===== src/rtl/rxd_pkg.sv =====
// Shared constants and types for the receive descriptor DMA engine.
// Assumes 32-bit memory words and byte-oriented frame input.
package rxd_pkg;
    localparam int WORD_W    = 32;
    localparam int HALF_W    = 16;
    localparam int CSR_AW    = 2;
    localparam int FETCH_CNT = 6;          // descriptor words read per fetch

    // register word indices
    localparam logic [CSR_AW-1:0] CSR_CTRL = 2'd0;
    localparam logic [CSR_AW-1:0] CSR_PLO  = 2'd1;
    localparam logic [CSR_AW-1:0] CSR_PHI  = 2'd2;
    localparam logic [CSR_AW-1:0] CSR_XST  = 2'd3;

    localparam int CTL_RUN   = 15;
    localparam int CTL_QEN   = 0;
    localparam int PTR_VLD   = 31;
    localparam int NXT_LAST  = 31;

    // status half-word bit positions
    localparam int SB_EOF    = 0;
    localparam int SB_SOF    = 1;
    localparam int SB_SHORT  = 4;
    localparam int SB_BAD    = 8;
    localparam int SB_OVR    = 9;
    localparam int SB_TOOBIG = 11;
    localparam int SB_CRC    = 12;
    localparam int SB_OWN    = 15;

    // descriptor word indices used at write-back
    localparam int DW_LEN    = 4;
    localparam int DW_STAT   = 5;

    typedef enum logic [2:0] {
        ST_IDLE  = 3'd0,
        ST_FETCH = 3'd1,
        ST_RECV  = 3'd2,
        ST_WBACK = 3'd3,
        ST_DROP  = 3'd4
    } rxd_state_e;
endpackage


===== src/rtl/rxd_csr.sv =====
// Host register file: control, descriptor pointer with valid flag and the
// write-1-to-clear end-of-queue flag. Engine updates win over host writes
// made in the same cycle.
module rxd_csr
    import rxd_pkg::*;
(
    input  logic              clk,
    input  logic              rst_n,
    input  logic              wr_en,
    input  logic [CSR_AW-1:0] addr,
    input  logic [WORD_W-1:0] wr_data,
    output logic [WORD_W-1:0] rd_data,
    input  logic              ptr_adv,
    input  logic [WORD_W-1:0] ptr_next,
    input  logic              valid_drop,
    input  logic              eoq_set,
    output logic              run,
    output logic [WORD_W-1:0] desc_ptr,
    output logic              ptr_valid,
    output logic              eoq
);
    logic ctl_run_q, ctl_qen_q;

    // register updates from host writes and engine events
    always_ff @(posedge clk) begin
        if (!rst_n) begin
            ctl_run_q <= 1'b0;
            ctl_qen_q <= 1'b0;
            desc_ptr  <= '0;
            ptr_valid <= 1'b0;
            eoq       <= 1'b0;
        end else begin
            if (wr_en) begin
                case (addr)
                    CSR_CTRL: begin
                        ctl_run_q <= wr_data[CTL_RUN];
                        ctl_qen_q <= wr_data[CTL_QEN];
                    end
                    CSR_PLO: desc_ptr  <= wr_data;
                    CSR_PHI: ptr_valid <= wr_data[PTR_VLD];
                    default: if (wr_data[0]) eoq <= 1'b0;
                endcase
            end
            if (ptr_adv)    desc_ptr  <= ptr_next;
            if (valid_drop) ptr_valid <= 1'b0;
            if (eoq_set)    eoq       <= 1'b1;
        end
    end

    // read mux
    always_comb begin
        rd_data = '0;
        case (addr)
            CSR_CTRL: begin
                rd_data[CTL_RUN] = ctl_run_q;
                rd_data[CTL_QEN] = ctl_qen_q;
            end
            CSR_PLO: rd_data = desc_ptr;
            CSR_PHI: rd_data[PTR_VLD] = ptr_valid;
            default: rd_data[0] = eoq;
        endcase
    end

    assign run = ctl_run_q & ctl_qen_q & ptr_valid;
endmodule


===== src/rtl/rxd_packer.sv =====
// Packs frame bytes little-endian into memory words. Emits a word when the
// top lane fills or at frame end with any held byte; byte enables mark
// which lanes carry data. Assumes the consumer takes each emitted word.
module rxd_packer #(
    parameter int DW = 32
) (
    input  logic          clk,
    input  logic          rst_n,
    input  logic          clr,
    input  logic          push,
    input  logic [7:0]    din,
    input  logic          fin,
    output logic [DW-1:0] word,
    output logic [DW/8-1:0] be,
    output logic          emit
);
    localparam int LANES = DW / 8;
    localparam int LW    = $clog2(LANES);

    logic [LW-1:0]    lane_q;
    logic [DW-1:0]    hold_q;
    logic [LANES-1:0] hold_be_q;

    // merge the incoming byte into the held partial word
    always_comb begin
        word = hold_q;
        be   = hold_be_q;
        if (push) begin
            word[{lane_q, 3'b000} +: 8] = din;
            be[lane_q]                  = 1'b1;
        end
        emit = (push && lane_q == LW'(LANES - 1)) || (fin && (push || lane_q != '0));
    end

    // lane pointer and partial-word storage
    always_ff @(posedge clk) begin
        if (!rst_n || clr || emit) begin
            lane_q    <= '0;
            hold_q    <= '0;
            hold_be_q <= '0;
        end else if (push) begin
            lane_q    <= lane_q + 1'b1;
            hold_q    <= word;
            hold_be_q <= be;
        end
    end
endmodule


===== src/rtl/rxd_status.sv =====
// Encodes the written-back status half-word from the frame's outcome.
// Ownership is always returned; any error also marks the frame bad.
module rxd_status
    import rxd_pkg::*;
#(
    parameter int MIN_LEN = 64,
    parameter int LEN_W   = 16
) (
    input  logic [LEN_W-1:0]  total,
    input  logic              over_cap,
    input  logic              crc_err,
    input  logic              ovr_err,
    output logic [HALF_W-1:0] status
);
    logic short_f;

    // status bit assembly
    always_comb begin
        short_f           = total < LEN_W'(MIN_LEN);
        status            = '0;
        status[SB_EOF]    = 1'b1;
        status[SB_SOF]    = 1'b1;
        status[SB_SHORT]  = short_f;
        status[SB_TOOBIG] = over_cap;
        status[SB_CRC]    = crc_err;
        status[SB_OVR]    = ovr_err;
        status[SB_BAD]    = short_f | over_cap | crc_err | ovr_err;
        status[SB_OWN]    = 1'b0;
    end
endmodule


===== src/rtl/rx_desc_dma.sv =====
// Receive DMA engine walking a linked list of 32-byte descriptors.
// Fetches a descriptor, stores one frame into its buffer, writes back
// length and status, then follows the chain or stops at the last one.
// Assumes one outstanding memory access and word-aligned buffer addresses.
module rx_desc_dma
    import rxd_pkg::*;
#(
    parameter int MIN_LEN = 64,
    parameter int DROP_W  = 16
) (
    input  logic              clk,
    input  logic              rst_n,
    input  logic              csr_wr,
    input  logic [1:0]        csr_addr,
    input  logic [31:0]       csr_wdata,
    output logic [31:0]       csr_rdata,
    input  logic              rx_valid,
    input  logic [7:0]        rx_data,
    input  logic              rx_last,
    input  logic              rx_crc_err,
    input  logic              rx_ovr_err,
    output logic              rx_ready,
    output logic              mem_req,
    output logic              mem_we,
    output logic [31:0]       mem_addr,
    output logic [31:0]       mem_wdata,
    output logic [3:0]        mem_be,
    input  logic              mem_ack,
    input  logic [31:0]       mem_rdata,
    output logic [DROP_W-1:0] drop_count
);
    localparam int LEN_W  = HALF_W;
    localparam int LANES  = WORD_W / 8;
    localparam int WIDX_W = LEN_W - $clog2(LANES);
    localparam int FIDX_W = $clog2(FETCH_CNT);

    rxd_state_e        st_q;
    logic [FIDX_W-1:0] fidx_q;
    logic              wb_sel_q;
    logic [WORD_W-1:0] buf_q, nxt_q;
    logic              nxt_last_q;
    logic [LEN_W-1:0]  tag_q, cap_q, stored_q, total_q;
    logic              over_q, crc_q, ovr_q, fin_q, wr_pend_q;
    logic [WORD_W-1:0] wr_data_q;
    logic [LANES-1:0]  wr_be_q;
    logic [WIDX_W-1:0] widx_q;
    logic [DROP_W-1:0] drop_q;

    logic              run_w, ptr_valid_w, eoq_w;
    logic [WORD_W-1:0] desc_ptr_w;
    logic              accept, store, fin;
    logic [WORD_W-1:0] pk_word;
    logic [LANES-1:0]  pk_be;
    logic              pk_emit;
    logic [HALF_W-1:0] stat_w;
    logic              fetch_done, wb_done, owned;

    // handshake and event decode
    always_comb begin
        rx_ready   = (st_q == ST_RECV && !wr_pend_q && !fin_q) || st_q == ST_DROP;
        accept     = st_q == ST_RECV && rx_valid && rx_ready;
        store      = accept && (stored_q < cap_q);
        fin        = accept && rx_last;
        owned      = mem_rdata[SB_OWN];
        fetch_done = st_q == ST_FETCH && mem_ack && fidx_q == FIDX_W'(FETCH_CNT - 1);
        wb_done    = st_q == ST_WBACK && mem_ack && wb_sel_q;
    end

    rxd_csr u_csr (
        .clk        (clk),
        .rst_n      (rst_n),
        .wr_en      (csr_wr),
        .addr       (csr_addr),
        .wr_data    (csr_wdata),
        .rd_data    (csr_rdata),
        .ptr_adv    (wb_done && !nxt_last_q),
        .ptr_next   (nxt_q),
        .valid_drop ((fetch_done && !owned) || (wb_done && nxt_last_q)),
        .eoq_set    (wb_done && nxt_last_q),
        .run        (run_w),
        .desc_ptr   (desc_ptr_w),
        .ptr_valid  (ptr_valid_w),
        .eoq        (eoq_w)
    );

    rxd_packer #(.DW(WORD_W)) u_pack (
        .clk   (clk),
        .rst_n (rst_n),
        .clr   (st_q != ST_RECV),
        .push  (store),
        .din   (rx_data),
        .fin   (fin),
        .word  (pk_word),
        .be    (pk_be),
        .emit  (pk_emit)
    );

    rxd_status #(.MIN_LEN(MIN_LEN), .LEN_W(LEN_W)) u_stat (
        .total    (total_q),
        .over_cap (over_q),
        .crc_err  (crc_q),
        .ovr_err  (ovr_q),
        .status   (stat_w)
    );

    // memory port drive per state
    always_comb begin
        mem_req   = 1'b0;
        mem_we    = 1'b0;
        mem_addr  = '0;
        mem_wdata = '0;
        mem_be    = '0;
        case (st_q)
            ST_FETCH: begin
                mem_req  = 1'b1;
                mem_addr = desc_ptr_w + (WORD_W'(fidx_q) << 2);
            end
            ST_RECV: begin
                mem_req   = wr_pend_q;
                mem_we    = wr_pend_q;
                mem_addr  = buf_q + WORD_W'({widx_q, 2'b00});
                mem_wdata = wr_data_q;
                mem_be    = wr_be_q;
            end
            ST_WBACK: begin
                mem_req   = 1'b1;
                mem_we    = 1'b1;
                mem_be    = '1;
                mem_addr  = desc_ptr_w + WORD_W'((wb_sel_q ? DW_STAT : DW_LEN) * 4);
                mem_wdata = wb_sel_q ? {cap_q, stat_w} : {tag_q, stored_q};
            end
            default: ;
        endcase
    end

    // engine sequencing
    always_ff @(posedge clk) begin
        if (!rst_n) begin
            st_q       <= ST_IDLE;
            fidx_q     <= '0;
            wb_sel_q   <= 1'b0;
            buf_q      <= '0;
            nxt_q      <= '0;
            nxt_last_q <= 1'b0;
            tag_q      <= '0;
            cap_q      <= '0;
            stored_q   <= '0;
            total_q    <= '0;
            over_q     <= 1'b0;
            crc_q      <= 1'b0;
            ovr_q      <= 1'b0;
            fin_q      <= 1'b0;
            wr_pend_q  <= 1'b0;
            wr_data_q  <= '0;
            wr_be_q    <= '0;
            widx_q     <= '0;
            drop_q     <= '0;
        end else begin
            case (st_q)
                ST_IDLE: begin
                    if (run_w) begin
                        st_q   <= ST_FETCH;
                        fidx_q <= '0;
                    end else if (rx_valid) begin
                        st_q <= ST_DROP;
                    end
                end
                ST_FETCH: begin
                    if (mem_ack) begin
                        case (int'(fidx_q))
                            0:       buf_q      <= mem_rdata;
                            2:       nxt_q      <= mem_rdata;
                            3:       nxt_last_q <= mem_rdata[NXT_LAST];
                            4:       tag_q      <= mem_rdata[WORD_W-1:HALF_W];
                            5:       cap_q      <= mem_rdata[WORD_W-1:HALF_W];
                            default: ;
                        endcase
                        if (fetch_done) begin
                            st_q      <= owned ? ST_RECV : ST_IDLE;
                            stored_q  <= '0;
                            total_q   <= '0;
                            over_q    <= 1'b0;
                            crc_q     <= 1'b0;
                            ovr_q     <= 1'b0;
                            fin_q     <= 1'b0;
                            wr_pend_q <= 1'b0;
                            widx_q    <= '0;
                        end else begin
                            fidx_q <= fidx_q + 1'b1;
                        end
                    end
                end
                ST_RECV: begin
                    if (accept) begin
                        if (total_q != '1) total_q <= total_q + 1'b1;
                        if (store) stored_q <= stored_q + 1'b1;
                        else       over_q   <= 1'b1;
                        crc_q <= crc_q | rx_crc_err;
                        ovr_q <= ovr_q | rx_ovr_err;
                        if (rx_last) fin_q <= 1'b1;
                    end
                    if (pk_emit) begin
                        wr_pend_q <= 1'b1;
                        wr_data_q <= pk_word;
                        wr_be_q   <= pk_be;
                    end
                    if (fin && !pk_emit) begin
                        st_q     <= ST_WBACK;
                        wb_sel_q <= 1'b0;
                    end
                    if (wr_pend_q && mem_ack) begin
                        wr_pend_q <= 1'b0;
                        widx_q    <= widx_q + 1'b1;
                        if (fin_q) begin
                            st_q     <= ST_WBACK;
                            wb_sel_q <= 1'b0;
                        end
                    end
                end
                ST_WBACK: begin
                    if (mem_ack) begin
                        if (!wb_sel_q) begin
                            wb_sel_q <= 1'b1;
                        end else if (!nxt_last_q && run_w) begin
                            st_q   <= ST_FETCH;
                            fidx_q <= '0;
                        end else begin
                            st_q <= ST_IDLE;
                        end
                    end
                end
                ST_DROP: begin
                    if (rx_valid && rx_last) begin
                        drop_q <= drop_q + 1'b1;
                        st_q   <= ST_IDLE;
                    end
                end
                default: st_q <= ST_IDLE;
            endcase
        end
    end

    assign drop_count = drop_q;
endmodule


===== config.mk =====
export PLATFORM = sky130hd
export DESIGN_NAME = rx_desc_dma
export DESIGN_NICKNAME = d
export VERILOG_FILES = /design/src/rtl/rxd_pkg.sv /design/src/rtl/rxd_csr.sv /design/src/rtl/rxd_packer.sv /design/src/rtl/rxd_status.sv /design/src/rtl/rx_desc_dma.sv
export SDC_FILE = /design/constraint.sdc
export NUM_CORES = 1
export LEC_CHECK = 0
export BUFFER_PORTS_ARGS = -buffer_cell sky130_fd_sc_hd__buf_2
export CAP_MARGIN = 20
export CORE_MARGIN = 2
export CORE_UTILIZATION = 60
export DETAILED_ROUTE_END_ITERATION = 12
export GPL_ROUTABILITY_DRIVEN = 0
export MAX_ROUTING_LAYER = met4
export PLACE_DENSITY = 0.84
export SETUP_SLACK_MARGIN = 0.5
export SYNTH_ARGS = -nofsm -noshare
export SYNTH_HDL_FRONTEND = slang
export SYNTH_HIERARCHICAL = 1
export SYNTH_SLANG_ARGS = --single-unit

===== constraint.sdc =====
create_clock -name clk -period 8.6 [get_ports clk]
set_input_delay 0.43 -clock clk [delete_from_list [all_inputs] [get_ports clk]]
set_output_delay 0.43 -clock clk [all_outputs]
set_load 0.01 [all_outputs]

[Word-level counts from Yosys, hierarchy flattened]
Cells that the tools add are included.
Word-level totals
  bits in latches: 0
  RAM bits: 0
  bits of input ports: 82
  output and inout bits: 119
  ROM bits: 0
  memories kept: 0
  logic and storage cells: 225
  flip-flop bits (word level): 281
Operators by class
  multipliers: 0
  mux-type cells: 76
  shift-type cells: 2
  bitwise logic cells: 9
  equality and inequality tests: 30
  $lt $le $gt $ge: 4
  div/mod/pow operators: 0
  reductions and logical operators: 67
  add/subtract/negate cells: 10
Operators by type and width (count)
  2-to-1 mux 32 bit: 5
  2-to-1 mux 16 bit: 6
  one-hot mux 32 bit (3 select lines): 1
  adder 32 x 5 -> 32 bit: 2
  one-hot mux 16 bit (2 select lines): 2
  one-hot mux 32 bit (2 select lines): 1
  2-to-1 mux 14 bit: 4
  adder 16 x 1 -> 16 bit (second input constant): 3
  2-to-1 mux 3 bit: 16
  adder 32 x 16 -> 32 bit: 1
  bitwise mux 32 bit: 1
  variable shift 8 x 7 -> 32 bit (first input constant): 1
  indexed part select 8 x 7 -> 32 bit: 1
  one-hot mux 14 bit (2 select lines): 1
  2-to-1 mux 1 bit: 21
  logical AND 1 bit: 20
  one-hot mux 1 bit (2 select lines): 10
  AND reduction 5 bit: 4
  inequality test 2 bit (second input constant): 9
  AND reduction 3 bit: 6
  less-than comparator 16 bit: 1
  less-than comparator 16 x 7 -> 1 bit (second input constant): 1
  inequality test 16 bit (second input constant): 1
  2-to-1 mux 15 bit: 1
  other kinds (37): 79

[Logic depth before layout (Yosys ltp)]
Gate-level depths: netlist (run 1).
  depth in word-level cells: 15
  depth in mapped cells: 15
  gate-level depth less buffers: 14

[Hierarchy]
Netlist (run 1), hierarchy kept.
Modules (own cells, without submodules)
  rx_desc_dma: sequential area each 4144.0 µm², area each 11713.7 µm², instances 1, cells each 1503
  rxd_csr: sequential area each 720.7 µm², area each 2207.1 µm², instances 1, cells each 250
  rxd_packer: sequential area each 760.7 µm², area each 1830.5 µm², instances 1, cells each 192
  rxd_status: sequential area each 0.0 µm², area each 158.9 µm², instances 1, cells each 23

[Least setup slack after synthesis (run 1)]
No wires, ideal clock.
  path kind: register to output
  start point: reg wb_sel_q
  end point: out mem_addr[30]
  setup slack: 4.938 ns
  buffers on the path: 2
  data required time: 8.170 ns
  cell stages (with the launch flop): 13
  data arrival time: 3.232 ns
  cells stage by stage: dfxtp_1 -> clkbuf_1 -> buf_1 -> mux2_2 -> ha_1 -> inv_1 -> fa_1 -> nor2b_1 -> o21ai_1 -> nor4_1 -> nand3_1 -> xor2_1 -> o21ai_0
On the way
  word-level cells in the longest chain between the ends: 3
RTL lines
  start, declared: RTL line rx_desc_dma.sv:39  | logic wb_sel_q;
  start signal, assigned: RTL line rx_desc_dma.sv:141  | wb_sel_q <= 1'b0;
  start signal, assigned: RTL line rx_desc_dma.sv:209  | wb_sel_q <= 1'b0;
  start signal, assigned: RTL line rx_desc_dma.sv:216  | wb_sel_q <= 1'b0;
  2-to-1 mux 1 bit: RTL line rx_desc_dma.sv:129  | mem_addr = desc_ptr_w + WORD_W'((wb_sel_q ? DW_STAT : DW_LEN) * 4);
  adder 32 x 5 -> 32 bit: RTL line rx_desc_dma.sv:129
  one-hot mux 32 bit (3 select lines): RTL line rx_desc_dma.sv:113  | case (st_q)
  end, declared: RTL line rx_desc_dma.sv:25  | output logic [31:0] mem_addr,
Every way passes these cells.

[Final worst setup path (run 1)]
  start point: reg st_q[1]
  end point: out mem_addr[26]
On the way
  word-level cells in the longest chain between the ends: 2
  elaborated cells on any way between the ends: 4
  classes of those cells: 3 x eq/ne; 1 x mux
RTL lines
  start, declared: RTL line rx_desc_dma.sv:37  | rxd_state_e st_q;
  start signal, assigned: RTL line rx_desc_dma.sv:179  | st_q <= owned ? ST_RECV : ST_IDLE;
  equality test 3 x 2 -> 1 bit / equality test 3 x 1 -> 1 bit (equally long branches): RTL line rx_desc_dma.sv:113
  one-hot mux 32 bit (3 select lines) *: RTL line rx_desc_dma.sv:113
Mark *: on every way between the ends. The rest lies on a longest branch, timed or not.

==> results of run 1 <==
-- worst paths after layout --
path,slack (ns),startpoint,endpoint,cells after the start
setup / recovery,3.99,st_q[1],mem_addr[26],11
hold / removal,0.1,rx_crc_err,crc_q,3
setup reg to reg,4.53,st_q[0],total_q[12],7
hold reg to reg,0.44,u_pack/hold_be_q[3],u_pack/hold_be_q[3],2
-- sequential cells by signal (all words and copies together) (netlist names), 2 cells and up --
signal	cells
buf_q	32
nxt_q	32
u_csr/desc_ptr	32
u_pack/hold_q	32
wr_data_q	32
cap_q	16
drop_count	16
stored_q	16
tag_q	16
total_q	16
widx_q	14
u_pack/hold_be_q	4
wr_be_q	4
fidx_q	3
st_q	3
u_pack/lane_q	2
-- cells by family (layout without fill, tap and decap cells) --
group | Yosys count | after routing | synth area share
buffers and inverters | 208 | 335 | 0.0564
other | 2 | 11 | 0.000472
XOR/XNOR | 76 | 76 | 0.0418
flip-flops | 281 | 281 | 0.354
AND/OR/NAND/NOR | 851 | 851 | 0.263
adder cells (fa/ha/maj) | 56 | 56 | 0.0450
AO/OA/AOI/OAI | 452 | 452 | 0.214
multiplexers | 42 | 42 | 0.0266
-- cell usage after synthesis (6+ instances only) --
master / count
nand2_1: 354
dfxtp_1: 281
a21boi_0: 167
nor2_1: 124
clkbuf_1: 98
and3_1: 66
inv_1: 63
ha_1: 54
and2_1: 53
a21oi_1: 45
xor2_1: 45
nand3_1: 44
mux2i_1: 40
a211oi_1: 39
nor3_1: 34
o21ai_0: 34
nand2b_1: 32
o311a_1: 32
xnor2_1: 31
nor2b_1: 30
nand4_1: 24
a32oi_1: 20
buf_2: 17
buf_4: 17
nor4_1: 14
o22ai_1: 13
and4_1: 12
or3_1: 12
or4_1: 12
a22o_1: 11
and2b_1: 10
o31ai_1: 10
o211ai_1: 8
o21a_1: 8
or2b_1: 8
buf_1: 7
a21o_1: 6
a22o_2: 6
a22oi_1: 6
-- report_power, final --
part	internal (mW)	switching (mW)
Clock	0.753	0.547
Sequential	1.31	0.0104
Combinational	0.0393	0.0592
Total	2.10	0.617
-- worst min-delay path: stages --
cell	delay (ns)
buf_2	0.08
a21oi_1	0.05
nor2_1	0.07
-- per-stage QoR --
stage	instance area [sq um]	util	std cells	setup WS, ns
2_1_floorplan	15900	-	1977	4.94
6_report	17900	0.686	2439	3.99
3_3_place_gp	16800	0.646	2383	4.52
5_1_grt	17900	0.686	2439	3.76
3_5_place_dp	16800	0.646	2383	4.45
4_1_cts	17800	0.684	2437	3.82
-- final cells by class --
cell class	count	area (sq um)
multi-input cells	1488	9430
fillers	2081	8180
flip-flops and latches	281	5630
repair buffers	217	1170
clock buffers	41	852
well taps	335	419
inverters	64	240
clock inverters	13	141
-- per-layer routing --
layer	share of wire	vias up	global-route usage
met5	0	-	-
met4	0.047	0	0.129
met3	0.081	162	0.0425
met2	0.46	701	0.518
met1	0.41	7151	0.413
li1	-	7091	-
==> run metrics, run 1 <==
final net count=2220; Post-Syn Instances=1968; critical path peak fanout=15; Die ar.=0.0278 sq mm; startpoint types=flip-flop; CP Cell Sequence=nand3b_1 > mux2_2 > ha_1 > inv_1 > fa_1 > nor2b_1 > o21ai_1 > nor4_1 > xnor2_1 > o211ai_1 > buf_2; Core Region=0.0261 sq mm; CP required=8.17 ns; actual slew at the worst max-slew pin=1.11 ns; post-synthesis sequential area ratio=0.354; Bufs and invs on worst path=2; Area Growth Syn to Fin=12.4%; count of pins over their slew limit=0; Clock Latency Late Sink=0.57 ns; IO buf count=200; ant diodes=0; Post-synth EDFFs=0; CTS resizes=0; Worst Hold Class=input pin to flip-flop; RSZ-0062 raised after global routing=no; Post-DRT Antenna Nets=0; first-pass GRT wire length=72500 um; Post-Syn Area=0.0159 sq mm; outcome=finished clean; skew final=0.00991 ns; largest vdd supply drop=0.170 mV; vias in the first global route=14000; Clock Path Buffers=3; post-CTS setup buffer count=0; FF+latch count, synth=281; Avg WL per Cell=18.5 um; Synth Area per Inst=8.08 sq um; clock root buffer master=clkbuf_16; crit path DAT=4.18 ns; Synth top area share=0.354; I/O pins=201; Vias/cell=6.19; # rows=59; initial antenna violation count=0; commonest non-fill, non-tap cell in the layout=nand2_1; DP HPWL=31500 um; f_max=217 MHz; Die Y=167 um; GR Overflow Total=0; final wirelength=45200 um; slowest CP cell=nor4_1; Chip Width=167 um; largest net degree at the start of global routing=83; DRC viols=0; Critical Path End Type=output port; Tcrit/Tclk final=0.536; Hold Worst Slack=0.0980 ns; DRT iter0 DRCs=1566; total power=2.72 mW; Worst path top cell family by delay=simple AND/OR/NAND/NOR gates; Final Setup Violations=0; Setup TNS Final=0 ns; kind of critical path=flip-flop to output port; commonest non-fill, non-tap cells in the layout=nand2_1 (354), dfxtp_1 (279), buf_2 (199), a21boi_0 (167), nor2_1 (123); CTS tree=yes; Leak=7.07 nW; drt pass-1 iters=6; Hold Fails Final Rpt=0; Crit path largest cell delay=0.70 ns; Max-cap violations=0; Initial Utilization=0.611; Top FF cell, synth=dfxtp_1; H-tree depth=1; pwr/cell area=152 mW/mm^2; number of clock sinks=281; Num CTS Buffers=30; max_slew headroom=0.262; Cell variety after synth=85; layout cells sized above 1=0.144; Clock Pin Slew Worst Setup and Hold Paths=0.07 ns; Tot GR Track Use=0.323; vias=15100; CTS Hold Buffers Added=0; Synth async-reset ratio=0; Synth area leaders=dfxtp_1 (35%), nand2_1 (8.4%), a21boi_0 (7.9%); synthesis warning total=6; Final min period=4.61 ns; Synth area leader=dfxtp_1
Power figures use the tool's default switching activity.
==> inputs of run 2 (changes only) <==
--- a/config.mk
+++ b/config.mk
@@ -8,11 +8,11 @@
 export BUFFER_PORTS_ARGS = -buffer_cell sky130_fd_sc_hd__buf_2
 export CAP_MARGIN = 20
 export CORE_MARGIN = 2
-export CORE_UTILIZATION = 60
+export CORE_UTILIZATION = 59
 export DETAILED_ROUTE_END_ITERATION = 12
 export GPL_ROUTABILITY_DRIVEN = 0
 export MAX_ROUTING_LAYER = met4
-export PLACE_DENSITY = 0.84
+export PLACE_DENSITY = 0.83
 export SETUP_SLACK_MARGIN = 0.5
 export SYNTH_ARGS = -nofsm -noshare
 export SYNTH_HDL_FRONTEND = slang
==> constraint.sdc (replaced) <==
create_clock -name clk -period 4.4 [get_ports clk]
set_input_delay 0.22 -clock clk [delete_from_list [all_inputs] [get_ports clk]]
set_output_delay 0.22 -clock clk [all_outputs]
set_load 0.01 [all_outputs]
==> run metrics, run 2 (synthesized netlist as in run 1, its figures left out) <==
DRC viols=0 (unchanged); skew final=0.0136 ns (+0.00374 ns); vias=15300 (+1.2%); Tot GR Track Use=0.327 (+0.00496); kind of critical path=flip-flop to output port; Setup TNS Final=0 ns (unchanged); Clock Path Buffers=3 (unchanged); initial antenna violation count=1 (+1); largest net degree at the start of global routing=83 (unchanged); Chip Width=168 um (+0.82%); Reg2Reg Depth=13 (+6); GR Overflow Total=0 (unchanged); fin area=0.0185 sq mm (+3.3%); Vias/cell=6.13 (-1.0%); FF-to-FF Start=cap_q[9]; DP HPWL=31400 um (-0.16%); largest vdd supply drop=0.276 mV (+62%); layout cells sized above 1=0.150 (+0.00608); Die ar.=0.0283 sq mm (+1.7%); Sw Share=0.223 (-0.00431); sequential group share of total power=0.458 (-0.027); H-tree depth=1 (unchanged); final net count=2266 (+2.1%); commonest non-fill, non-tap cell in the layout=nand2_1; max_slew headroom=0.298 (+0.0353); first-pass GRT wire length=73800 um (+1.9%); Area Growth Syn to Fin=16.1%; Die Y=168 um (+0.82%); combinational share of power=0.040 (+0.004); commonest non-fill, non-tap cells in the layout=nand2_1 (354), dfxtp_1 (279), buf_2 (199), a21boi_0 (167), nor2_1 (123); I/O pins=201 (unchanged); Post-DRT Antenna Nets=0 (unchanged); RSZ-0062 raised after global routing=yes; Worst R2R End=wr_data_q[25]; Final min period=3.84 ns; actual slew at the worst max-slew pin=1.05 ns (-0.0554 ns); Clock Pin Slew Worst Setup and Hold Paths=0.06 ns (about the same); flop-to-flop setup slack=0.77 ns (-3.76 ns); Hold Fails Final Rpt=0 (unchanged); Initial Utilization=0.595 (-0.0152); f_max=260 MHz; Clock Latency Late Sink=0.56 ns (about the same); count of pins over their slew limit=0 (unchanged); clock root buffer master=clkbuf_16; drt pass-1 iters=7 (+1); Core Region=0.0267 sq mm (+2.6%); Critical Path End Type=output port; Num CTS Buffers=30 (unchanged); final core utilization=0.691 (+0.00488); final wirelength=46700 um (+3.3%); DRT iter0 DRCs=1566 (unchanged); critical path peak fanout=13 (-2); Final Setup Violations=0 (unchanged); Tcrit/Tclk final=0.873; number of clock sinks=281 (unchanged); crit path DAT=3.62 ns (-0.56 ns); switching pwr=1.25 mW (+100%); pwr/cell area=304 mW/mm^2 (+100%); clock network power share=0.502 (+0.023); Critical Path Sink=mem_addr[18]; Max-cap violations=0 (unchanged); outcome=finished clean; startpoint types=flip-flop; Leak=7.32 nW (+3.6%); CP required=4.18 ns (-3.99 ns); # rows=60 (+1.7%); CTS tree=yes; Critical Path Start=st_q[2]; dpl cell area=0.0169 sq mm (+0.52%); Avg WL per Cell=18.7 um (+1.0%); IO buf count=200 (unchanged); Hold Worst Slack=0.0217 ns (-0.0763 ns); Worst Hold Class=input pin to flip-flop; vias in the first global route=14200 (+1.4%); internal power=4.37 mW (+110%)
## run 2: power by group through the flow
stage	Clock (mW)	Combinational (mW)	Sequential [mW]
after detailed placement	0	0.189	2.63
after CTS	2.84	0.217	2.57
after global routing	2.94	0.237	2.57
after floorplan	0	0.110	2.62
after global placement	0	0.187	2.63
final	2.82	0.223	2.57
## run 2: through the flow
step,instances,setup slack (ns),power [mW]
final,2494,0.557,5.62
after global routing,2494,0.497,5.75
after CTS,2492,0.573,5.63
after detailed placement,2397,0.787,2.82
after global placement,2396,0.902,2.81
after floorplan,1977,0.948,2.73
## run 2: layout make-up
cell class,count,area [sq um]
fillers,2051,8260
clock inverters,19,273
inverters,64,240
clock buffers,37,838
diodes,1,2.50
flip-flops and latches,281,5630
well taps,341,427
repair buffers,263,1590
multi-input cells,1488,9470
## run 2: timing repair
action                                 4_1_cts  5_1_grt
setup buffers                                2        1
setup endpoints to repair                   10        5
pin swaps                                    0        1
cloned                                       0        0
gates resized for setup                      2        6
endpoints found under the hold margin       87        0
hold buffers                                37        0
## run 2: routing by layer
layer,part of all wire,routed length (um),global-route usage,up-vias
li1,-,-,-,7193
met1,0.41,19200,0.415,7241
met2,0.47,22100,0.536,689
met3,0.073,3410,0.0374,168
met4,0.043,2030,0.131,0
met5,0,0,-,-
## run 2: worst min path at each step
stage | startpoint | end | slack [ns] | depth (start not counted)
after floorplan | csr_wdata[0] | u_csr/eoq | 0.35 | 1
after global placement | u_pack/hold_be_q[3] | u_pack/hold_be_q[3] | 0.42 | 2
after detailed placement | u_pack/hold_be_q[3] | u_pack/hold_be_q[3] | 0.43 | 2
after CTS | mem_rdata[17] | tag_q[1] | 0.006 | 3
after global routing | csr_wdata[10] | u_csr/desc_ptr[10] | 0.02 | 3
final | csr_wdata[20] | u_csr/desc_ptr[20] | 0.02 | 3
## run 2: worst max-delay path, cell delays in order (launching register included)
cell and delay (ns):
dfxtp_1 0.31, buf_4 0.17, nand3b_1 0.28, mux2_2 0.29, ha_1 0.19, inv_1 0.08
fa_1 0.43, nor2b_2 0.18, o21ai_4 0.13, nor3_2 0.24, xor2_1 0.11, a211oi_1 0.32
o21ai_0 0.14, buf_2 0.19
